### config.mk
export PLATFORM = sky130hd
export DESIGN_NAME = wr_drain_gate
export DESIGN_NICKNAME = d
export VERILOG_FILES = /design/src/rtl/drain_pkg.sv /design/src/rtl/drain_ctrl.sv /design/src/rtl/drain_path.sv /design/src/rtl/wr_drain_gate.sv
export SDC_FILE = /design/constraint.sdc
export NUM_CORES = 1
export LEC_CHECK = 0
export BUFFER_PORTS_ARGS = -buffer_cell sky130_fd_sc_hd__buf_2
export CORE_MARGIN = 3
export CORE_UTILIZATION = 25
export DETAILED_ROUTE_END_ITERATION = 6
export GPL_ROUTABILITY_DRIVEN = 0
export MAX_ROUTING_LAYER = met4
export PLACE_DENSITY = 0.84
export SLEW_MARGIN = 15
export SYNTH_ARGS = -nofsm -noshare
export SYNTH_HDL_FRONTEND = slang
export SYNTH_SLANG_ARGS = --single-unit
### constraint.sdc
create_clock -name clk -period 2.7 [get_ports clk]
set_input_delay 0.135 -clock clk [delete_from_list [all_inputs] [get_ports clk]]
set_output_delay 0.135 -clock clk [all_outputs]
set_load 0.02 [all_outputs]
### src/rtl/drain_pkg.sv
package drain_pkg;

  localparam int RESUME_ON_VALID = 0;
  localparam int RESUME_ON_SOP   = 1;
  localparam int RESUME_ON_SYNC  = 2;

  typedef enum logic [1:0] {
    ST_IDLE  = 2'b00,
    ST_DRAIN = 2'b01,
    ST_ARMED = 2'b10
  } drainState_t;

  // strobes from control to datapath
  typedef struct packed {
    logic dropAll;   // unconditional discard
    logic armed;     // discard until resume word
  } gateCmd_t;

endpackage

### src/rtl/drain_ctrl.sv
module drain_ctrl
  import drain_pkg::*;
(
  input  logic       clk,
  input  logic       rst,
  input  logic       accEn,
  input  logic       accWrite,
  input  logic       flushReq,
  input  logic       accDone,
  input  logic       markerHit,
  output gateCmd_t   cmd,
  output logic [1:0] stateVec
);

  drainState_t state, stateNxt;

  logic readStart, writeStart;
  assign readStart  = accEn & ~accWrite;
  assign writeStart = accEn & accWrite;

  always_comb begin
    stateNxt = state;
    unique case (state)
      ST_IDLE:  if (flushReq && accDone) stateNxt = ST_DRAIN;
      ST_DRAIN: begin
        if (readStart)       stateNxt = ST_IDLE;
        else if (writeStart) stateNxt = ST_ARMED;
      end
      ST_ARMED: begin
        if (readStart || markerHit) stateNxt = ST_IDLE;
      end
      default: stateNxt = ST_IDLE;
    endcase
  end

  always_ff @(posedge clk or posedge rst) begin
    if (rst) state <= ST_IDLE;
    else     state <= stateNxt;
  end

  assign cmd.dropAll = (state == ST_DRAIN);
  assign cmd.armed   = (state == ST_ARMED);
  assign stateVec    = state;

  assert_req_ignored_R2: assert property (@(posedge clk) disable iff (rst)
    (state == ST_IDLE && !(flushReq && accDone)) |=> (state == ST_IDLE));

  assert_req_taken_R2: assert property (@(posedge clk) disable iff (rst)
    (state == ST_IDLE && flushReq && accDone) |=> (state == ST_DRAIN));

  assert_write_arms_R5: assert property (@(posedge clk) disable iff (rst)
    (state == ST_DRAIN && accEn && accWrite) |=> (state == ST_ARMED));

  assert_read_cancels_R6: assert property (@(posedge clk) disable iff (rst)
    (state != ST_IDLE && accEn && !accWrite) |=> (state == ST_IDLE));

  assert_hit_releases_R7: assert property (@(posedge clk) disable iff (rst)
    (state == ST_ARMED && markerHit) |=> (state == ST_IDLE));

  assert_legal_code_R11: assert property (@(posedge clk) disable iff (rst)
    stateVec != 2'b11);

endmodule

### src/rtl/drain_path.sv
module drain_path
  import drain_pkg::*;
#(
  parameter int DATA_W      = 32,
  parameter int CHAN_W      = 4,
  parameter int RESUME_MODE = RESUME_ON_VALID,
  parameter bit USE_CHAN    = 1'b0,
  parameter int CHAN_FIRST  = 0,
  parameter int CHAN_COUNT  = 1
) (
  input  logic              clk,
  input  logic              rst,
  input  gateCmd_t          cmd,
  input  logic [DATA_W-1:0] inData,
  input  logic              inValid,
  input  logic              inSop,
  input  logic              inEop,
  input  logic [CHAN_W-1:0] inChan,
  output logic              inReady,
  output logic [DATA_W-1:0] outData,
  output logic              outValid,
  output logic              outSop,
  output logic              outEop,
  output logic              outSync,
  output logic [CHAN_W-1:0] outChan,
  input  logic              outReady,
  output logic              markerHit,
  output logic              gateClosed
);

  localparam int EXT_W = CHAN_W + 1;
  localparam logic [EXT_W-1:0] CHAN_LO = EXT_W'(CHAN_FIRST);
  localparam logic [EXT_W-1:0] CHAN_HI = EXT_W'(CHAN_FIRST + CHAN_COUNT);

  logic sopField, syncField, marker, chanOk;

  // restore sync from the sop field when the FIFO carries it there
  generate
    if (RESUME_MODE == RESUME_ON_SYNC) begin : g_syncRemap
      assign sopField  = 1'b0;
      assign syncField = inSop;
      assign marker    = inSop;
    end else if (RESUME_MODE == RESUME_ON_SOP) begin : g_sopMark
      assign sopField  = inSop;
      assign syncField = 1'b0;
      assign marker    = inSop;
    end else begin : g_validMark
      assign sopField  = inSop;
      assign syncField = 1'b0;
      assign marker    = 1'b1;
    end
  endgenerate

  generate
    if (USE_CHAN) begin : g_chanWin
      logic [EXT_W-1:0] chanExt;
      assign chanExt = {1'b0, inChan};
      assign chanOk  = (chanExt >= CHAN_LO) && (chanExt < CHAN_HI);
    end else begin : g_chanAny
      assign chanOk = 1'b1;
    end
  endgenerate

  assign markerHit  = cmd.armed & inValid & marker & chanOk;
  assign gateClosed = cmd.dropAll | (cmd.armed & ~markerHit);

  assign inReady  = gateClosed | outReady;
  assign outData  = inData;
  assign outChan  = inChan;
  assign outValid = inValid   & ~gateClosed;
  assign outSop   = sopField  & ~gateClosed;
  assign outEop   = inEop     & ~gateClosed;
  assign outSync  = syncField & ~gateClosed;

  assert_closed_quiet_R3: assert property (@(posedge clk) disable iff (rst)
    cmd.dropAll |-> (inReady && !outValid && !outSop && !outEop && !outSync));

  assert_open_follow_R4: assert property (@(posedge clk) disable iff (rst)
    (!cmd.dropAll && !cmd.armed) |-> (inReady == outReady && outValid == inValid));

  assert_never_both_R11: assert property (@(posedge clk) disable iff (rst)
    !(cmd.dropAll && cmd.armed));

  generate
    if (RESUME_MODE == RESUME_ON_SYNC) begin : g_syncChk
      assert_sop_cleared_R9: assert property (@(posedge clk) disable iff (rst)
        !outSop);
    end
  endgenerate

endmodule

### src/rtl/wr_drain_gate.sv
module wr_drain_gate
  import drain_pkg::*;
#(
  parameter int DATA_W      = 32,
  parameter int CHAN_W      = 4,
  parameter int RESUME_MODE = RESUME_ON_VALID,
  parameter bit USE_CHAN    = 1'b0,
  parameter int CHAN_FIRST  = 0,
  parameter int CHAN_COUNT  = 1
) (
  input  logic              clk,
  input  logic              rst,
  input  logic              accEn,
  input  logic              accWrite,
  input  logic              flushReq,
  input  logic              accDone,
  input  logic [DATA_W-1:0] inData,
  input  logic              inValid,
  input  logic              inSop,
  input  logic              inEop,
  input  logic [CHAN_W-1:0] inChan,
  output logic              inReady,
  output logic [DATA_W-1:0] outData,
  output logic              outValid,
  output logic              outSop,
  output logic              outEop,
  output logic              outSync,
  output logic [CHAN_W-1:0] outChan,
  input  logic              outReady,
  output logic              flushActive,
  output logic [1:0]        stateVec
);

  gateCmd_t cmd;
  logic     markerHit;

  drain_ctrl u_ctrl (
    .clk       (clk),
    .rst       (rst),
    .accEn     (accEn),
    .accWrite  (accWrite),
    .flushReq  (flushReq),
    .accDone   (accDone),
    .markerHit (markerHit),
    .cmd       (cmd),
    .stateVec  (stateVec)
  );

  drain_path #(
    .DATA_W      (DATA_W),
    .CHAN_W      (CHAN_W),
    .RESUME_MODE (RESUME_MODE),
    .USE_CHAN    (USE_CHAN),
    .CHAN_FIRST  (CHAN_FIRST),
    .CHAN_COUNT  (CHAN_COUNT)
  ) u_path (
    .clk        (clk),
    .rst        (rst),
    .cmd        (cmd),
    .inData     (inData),
    .inValid    (inValid),
    .inSop      (inSop),
    .inEop      (inEop),
    .inChan     (inChan),
    .inReady    (inReady),
    .outData    (outData),
    .outValid   (outValid),
    .outSop     (outSop),
    .outEop     (outEop),
    .outSync    (outSync),
    .outChan    (outChan),
    .outReady   (outReady),
    .markerHit  (markerHit),
    .gateClosed (flushActive)
  );

endmodule

Yosys cells after proc, flatten, opt, wreduce, memory -nomap -nowiden
Cells that the tools add are included.
- flip-flop bits (word level): 2
- input port bits: 46
- output and inout port bits: 44
- word-level logic and storage cells: 27
- equality and inequality tests: 5
- multiplexer cells: 5
- bitwise logic cells: 12
- reduce and logical (&&, ||, !) cells: 4
- operator list (cell ; number):
    2-bit two-way mux ; 4
    1-bit AND ; 7
    2-bit case mux with 3 select lines ; 1
    3-bit inequality test (second input constant) ; 1
    1-bit inverter ; 3
    3-bit AND reduction ; 1
    2-bit by 1-bit == test with 1-bit output (second input constant) ; 1
    2-bit == test (second input constant) ; 1
    2-bit zero test ; 1
    2-bit by 1-bit inequality test with 1-bit output (second input constant) ; 1
    2-bit inequality test (second input constant) ; 1
    1-bit OR ; 2
    1-bit logical AND ; 1
    1-bit logical OR ; 1

Depth between registers and ports, before layout
- depth in word-level cells: 7
- mapped depth: 2
- gate-level depth less buffers: 2

Modules after synthesis
From an unflattened synthesis, not the netlist that was laid out.
- cells, all modules: 57
- area, all modules: 450.4 um^2
- by module, submodules not included (module ; instances ; cells each ; area an instance (um^2) ; seq. area each (um^2)):
    drain_path ; 1 ; 45 ; 336.6 ; 0.0
    drain_ctrl ; 1 ; 12 ; 113.9 ; 50.0

Least setup slack after synthesis
OpenSTA, ideal clock, no wires.
- kind: flip-flop to output port
- from: reg u_ctrl.state[0], in the netlist u_ctrl.stateVec[0]
- to: out outEop
- data arrival time: 1.142 ns
- data required time: 2.565 ns
- path slack: 1.423 ns
- stages on the path, launching flop included: 3
- buffers on the path: 0
- cells stage by stage: dfrtp_1 -> or3b_4 -> and3_1
- longest elaborated chain between the ends: 7
- elaborated cells on any way between the ends: 8
- classes of those cells: eq/ne (2); bitwise (6)
- ends and longest elaborated chain (item ; line ; text):
    start: declaration ; drain_ctrl.sv:15 ; drainState_t state, stateNxt;
    start signal: assignment ; drain_ctrl.sv:38 ; else state <= stateNxt;
    2-bit == test ; drain_ctrl.sv:42 ; assign cmd.armed = (state == ST_ARMED);
    1-bit AND ; drain_path.sv:64 ; assign markerHit = cmd.armed & inValid & marker & chanOk;
    1-bit inverter ; drain_path.sv:65 ; assign gateClosed = cmd.dropAll | (cmd.armed & ~markerHit);
    1-bit AND ; drain_path.sv:65 ;
    1-bit OR * ; drain_path.sv:65 ;
    1-bit inverter * ; n/a ;
    1-bit AND * ; drain_path.sv:72 ; assign outEop = inEop & ~gateClosed;
    end: declaration ; wr_drain_gate.sv:26 ; output logic outEop,
Every way passes the cells marked *; elsewhere a longest branch is shown, timed or not.

Worst setup path in the final report
- from: reg u_ctrl.state[0], in the netlist u_ctrl.stateVec[0]
- to: out outSop
- longest elaborated chain between the ends: 7
- elaborated cells on any way between the ends: 8
- classes of those cells: eq/ne (2); bitwise (6)
- ends and longest elaborated chain (item ; line ; text):
    2-bit == test ; drain_ctrl.sv:42 ;
    1-bit AND ; drain_path.sv:64 ;
    1-bit inverter ; drain_path.sv:65 ;
    1-bit AND ; drain_path.sv:65 ;
    1-bit OR * ; drain_path.sv:65 ;
    1-bit inverter * ; n/a ;
    1-bit AND * ; drain_path.sv:71 ; assign outSop = sopField & ~gateClosed;
    end: declaration ; wr_drain_gate.sv:25 ; output logic outSop,
Marks and branches as above.

==> results.py <==
metrics = {
    "outcome": {
        "status": "finished, final reports clean",
    },
    "clock_network": {
        "cts_setup_buffers": 0,
        "cts_tree": "done",
        "cts_buffers": 3,
        "clock_latency_ns": 0.22,
        "cts.root.buffer_cell": "clkbuf_4",
        "cts_resized": 0,
        "clock_path_buffers": 2,
        "cts.htree.levels": 1,
        "cts.sinks": 2,
        "cts.clk_slew.worst_paths_ns": 0.03,
    },
    "worst_setup_path": {
        "r2r-start": "u_ctrl.stateVec[0]",
        "end_kind": "primary output",
        "cp_max_fo": 5,
        "arrival_ns": 1.39,
        "ff2ff_path_depth": 2,
        "crit_required_ns": 2.57,
        "critical_path_class": "reg2out",
        "startpoint": "u_ctrl.stateVec[0]",
        "worstSetupStartpointType": "flip-flop",
        "rr_endpoint": "u_ctrl.stateVec[1]",
        "r2r_setup_slack_ns": 1.64,
        "worstSetupEndpoint": "outSop",
    },
    "detailed_routing": {
        "drt-total-wl_um": 681,
        "drc_errors": 0,
        "wire_per_inst_um": 12.8,
        "vias_per_cell": 4.53,
        "firstDrtPassIters": 1,
        "drtAntennaViolNets": 0,
        "vias": 240,
        "initialDrtViolationCount": 0,
    },
    "pwr": {
        "combPwrFrac": 0.362,
        "sequentialPowerShare": 0.231,
        "swShare": 0.328,
        "leakagePower_nw": 0.159,
        "power_uw": 159,
        "powerDensity_nw_per_um2": 575,
        "intPower_uw": 107,
        "power.switching_uw": 52.1,
        "clockPowerShare": 0.407,
        "vdd_drop_max_v": 0.000183,
    },
    "placed_design": {
        "port-buffer-count": 16,
    },
    "finish": {
        "fillers": 181,
        "drive_gt1_frac": 0.568,
        "syn_to_final_growth_pct": -34.4,
        "final_common_cell": "buf_2",
        "layout.cells.most_common_list": "buf_2, clkbuf_4",
        "final_util": 0.179,
        "nets": 85,
        "largest_reg_flops": 2,
        "diodes": 0,
    },
    "floorplan": {
        "die_area_um2": 2220,
        "core-area_um2": 1540,
        "initial_core_util": 0.274,
        "row_count": 14,
        "io_pins": 90,
        "fp.dieW_um": 47.1,
        "fp.dieH_um": 47.1,
    },
    "global_routing": {
        "antenna_found_initial": 0,
        "grt_max_degree": 7,
        "grt_util_all_layers": 0.0615,
        "grt-ovfl-total": 0,
        "grt_pass1_vias": 226,
        "grt_pass1_wl_um": 876,
    },
    "flow_run": {
        "maxCapViolCount": 0,
    },
    "sta": {
        "finalClockSkew_ns": 0.000369,
        "tns_ns": 0,
        "finalCriticalPeriod_ns": 1.52,
        "slew_violations": 0,
        "rsz0062_at_grt": "false",
        "period_share": 0.564,
        "hold_viol_final": 0,
        "finalSetupViolations": 0,
        "fmaxAchievable_mhz": 656,
    },
    "min_path": {
        "hp-class": "in2reg",
    },
    "synth": {
        "ys_seq_area_frac": 0.119,
        "synthesis.nets": 100,
        "syn_area_per_cell_um2": 7.81,
        "synth.distinct_cells": 14,
        "ys_ff_latch": 2,
        "synthCells": 54,
        "syn_area_um2": 422,
        "yosys_warnings": 0,
    },
}
-- what timing repair did --
| action | in CTS | in global routing |
|---|---|---|
| hold buffers | 1 | 0 |
| setup endpoints to repair | 0 | 0 |
| endpoints found under the hold margin | 2 | 0 |
-- cell families after synthesis --
logic type	Yosys count	synth area share
other	1	0.00889
and+or+nand+nor	11	0.178
buffers and inverters	38	0.668
AOI/OAI and AO/OA	2	0.0267
DFF	2	0.119
-- worst min-delay path by stage --
stage,start,to,slack [ns],cells after the start
final,accDone,u_ctrl.stateVec[0],0.20,3
after detailed placement,rst,u_ctrl.stateVec[0],-0.01,2
after global routing,accDone,u_ctrl.stateVec[0],0.21,3
after global placement,rst,u_ctrl.stateVec[0],-0.02,2
after floorplan,rst,u_ctrl.stateVec[0],-0.12,1
after CTS,accWrite,u_ctrl.stateVec[1],0.19,3
-- stage by stage --
stage	instances	setup slack (ns)	hold slack [ns]	area, µm²
global placement	49	1.42	-0.0157	244
finish	53	1.18	0.195	277
CTS	53	1.15	0.191	277
detailed placement	49	1.39	-0.0147	244
global route	53	1.12	0.208	277
floorplan	54	1.42	-0.124	422
-- final cells by class --
type                    count  area [µm²]  share of cell area
multi-input cells          14        90.1               0.326
repair buffers             17        90.1               0.326
flip-flops and latches      2        50.0               0.181
clock buffers               3        22.5              0.0814
well taps                  16        20.0              0.0724
inverters                   1        3.75              0.0136
-- Yosys cell counts, drive strengths merged --
library cell  number  area, µm²
nor2b              1       6.26
nand3b             2       15.0
dfrtp              2       50.1
and3               2       12.5
or3b               1       11.3
or2b               2       16.3
o22ai              1       6.26
a21oi              1       5.00
buf               37        278
conb               1       3.75
and2               1       6.26
nand2              2       7.51
inv                1       3.75
-- routing by layer --
metal / global-route usage / part of all wire / up-vias
li1: - / - / 96
met1: 0.0454 / 0.30 / 102
met2: 0.0759 / 0.40 / 30
met3: 0.0345 / 0.23 / 12
met4: 0.110 / 0.068 / 0
met5: - / 0 / -
-- worst max-delay path, cell delays in order (launching register included) --
cell and delay [ns]:
dfrtp_1 0.40, or3b_4 0.43, and3_1 0.19, buf_2 0.15
-- power by group through the flow --
| stage | clock network, mW | registers [mW] | logic [mW] |
|---|---|---|---|
| 2_1_floorplan | 0 | 0.0405 | 0.110 |
| 3_3_place_gp | 0 | 0.0368 | 0.0563 |
| 3_5_place_dp | 0 | 0.0372 | 0.0574 |
| 4_1_cts | 0.0692 | 0.0370 | 0.0588 |
| 5_1_grt | 0.0695 | 0.0379 | 0.0626 |
| 6_report | 0.0648 | 0.0367 | 0.0576 |
(Power assumes the default switching activity.)
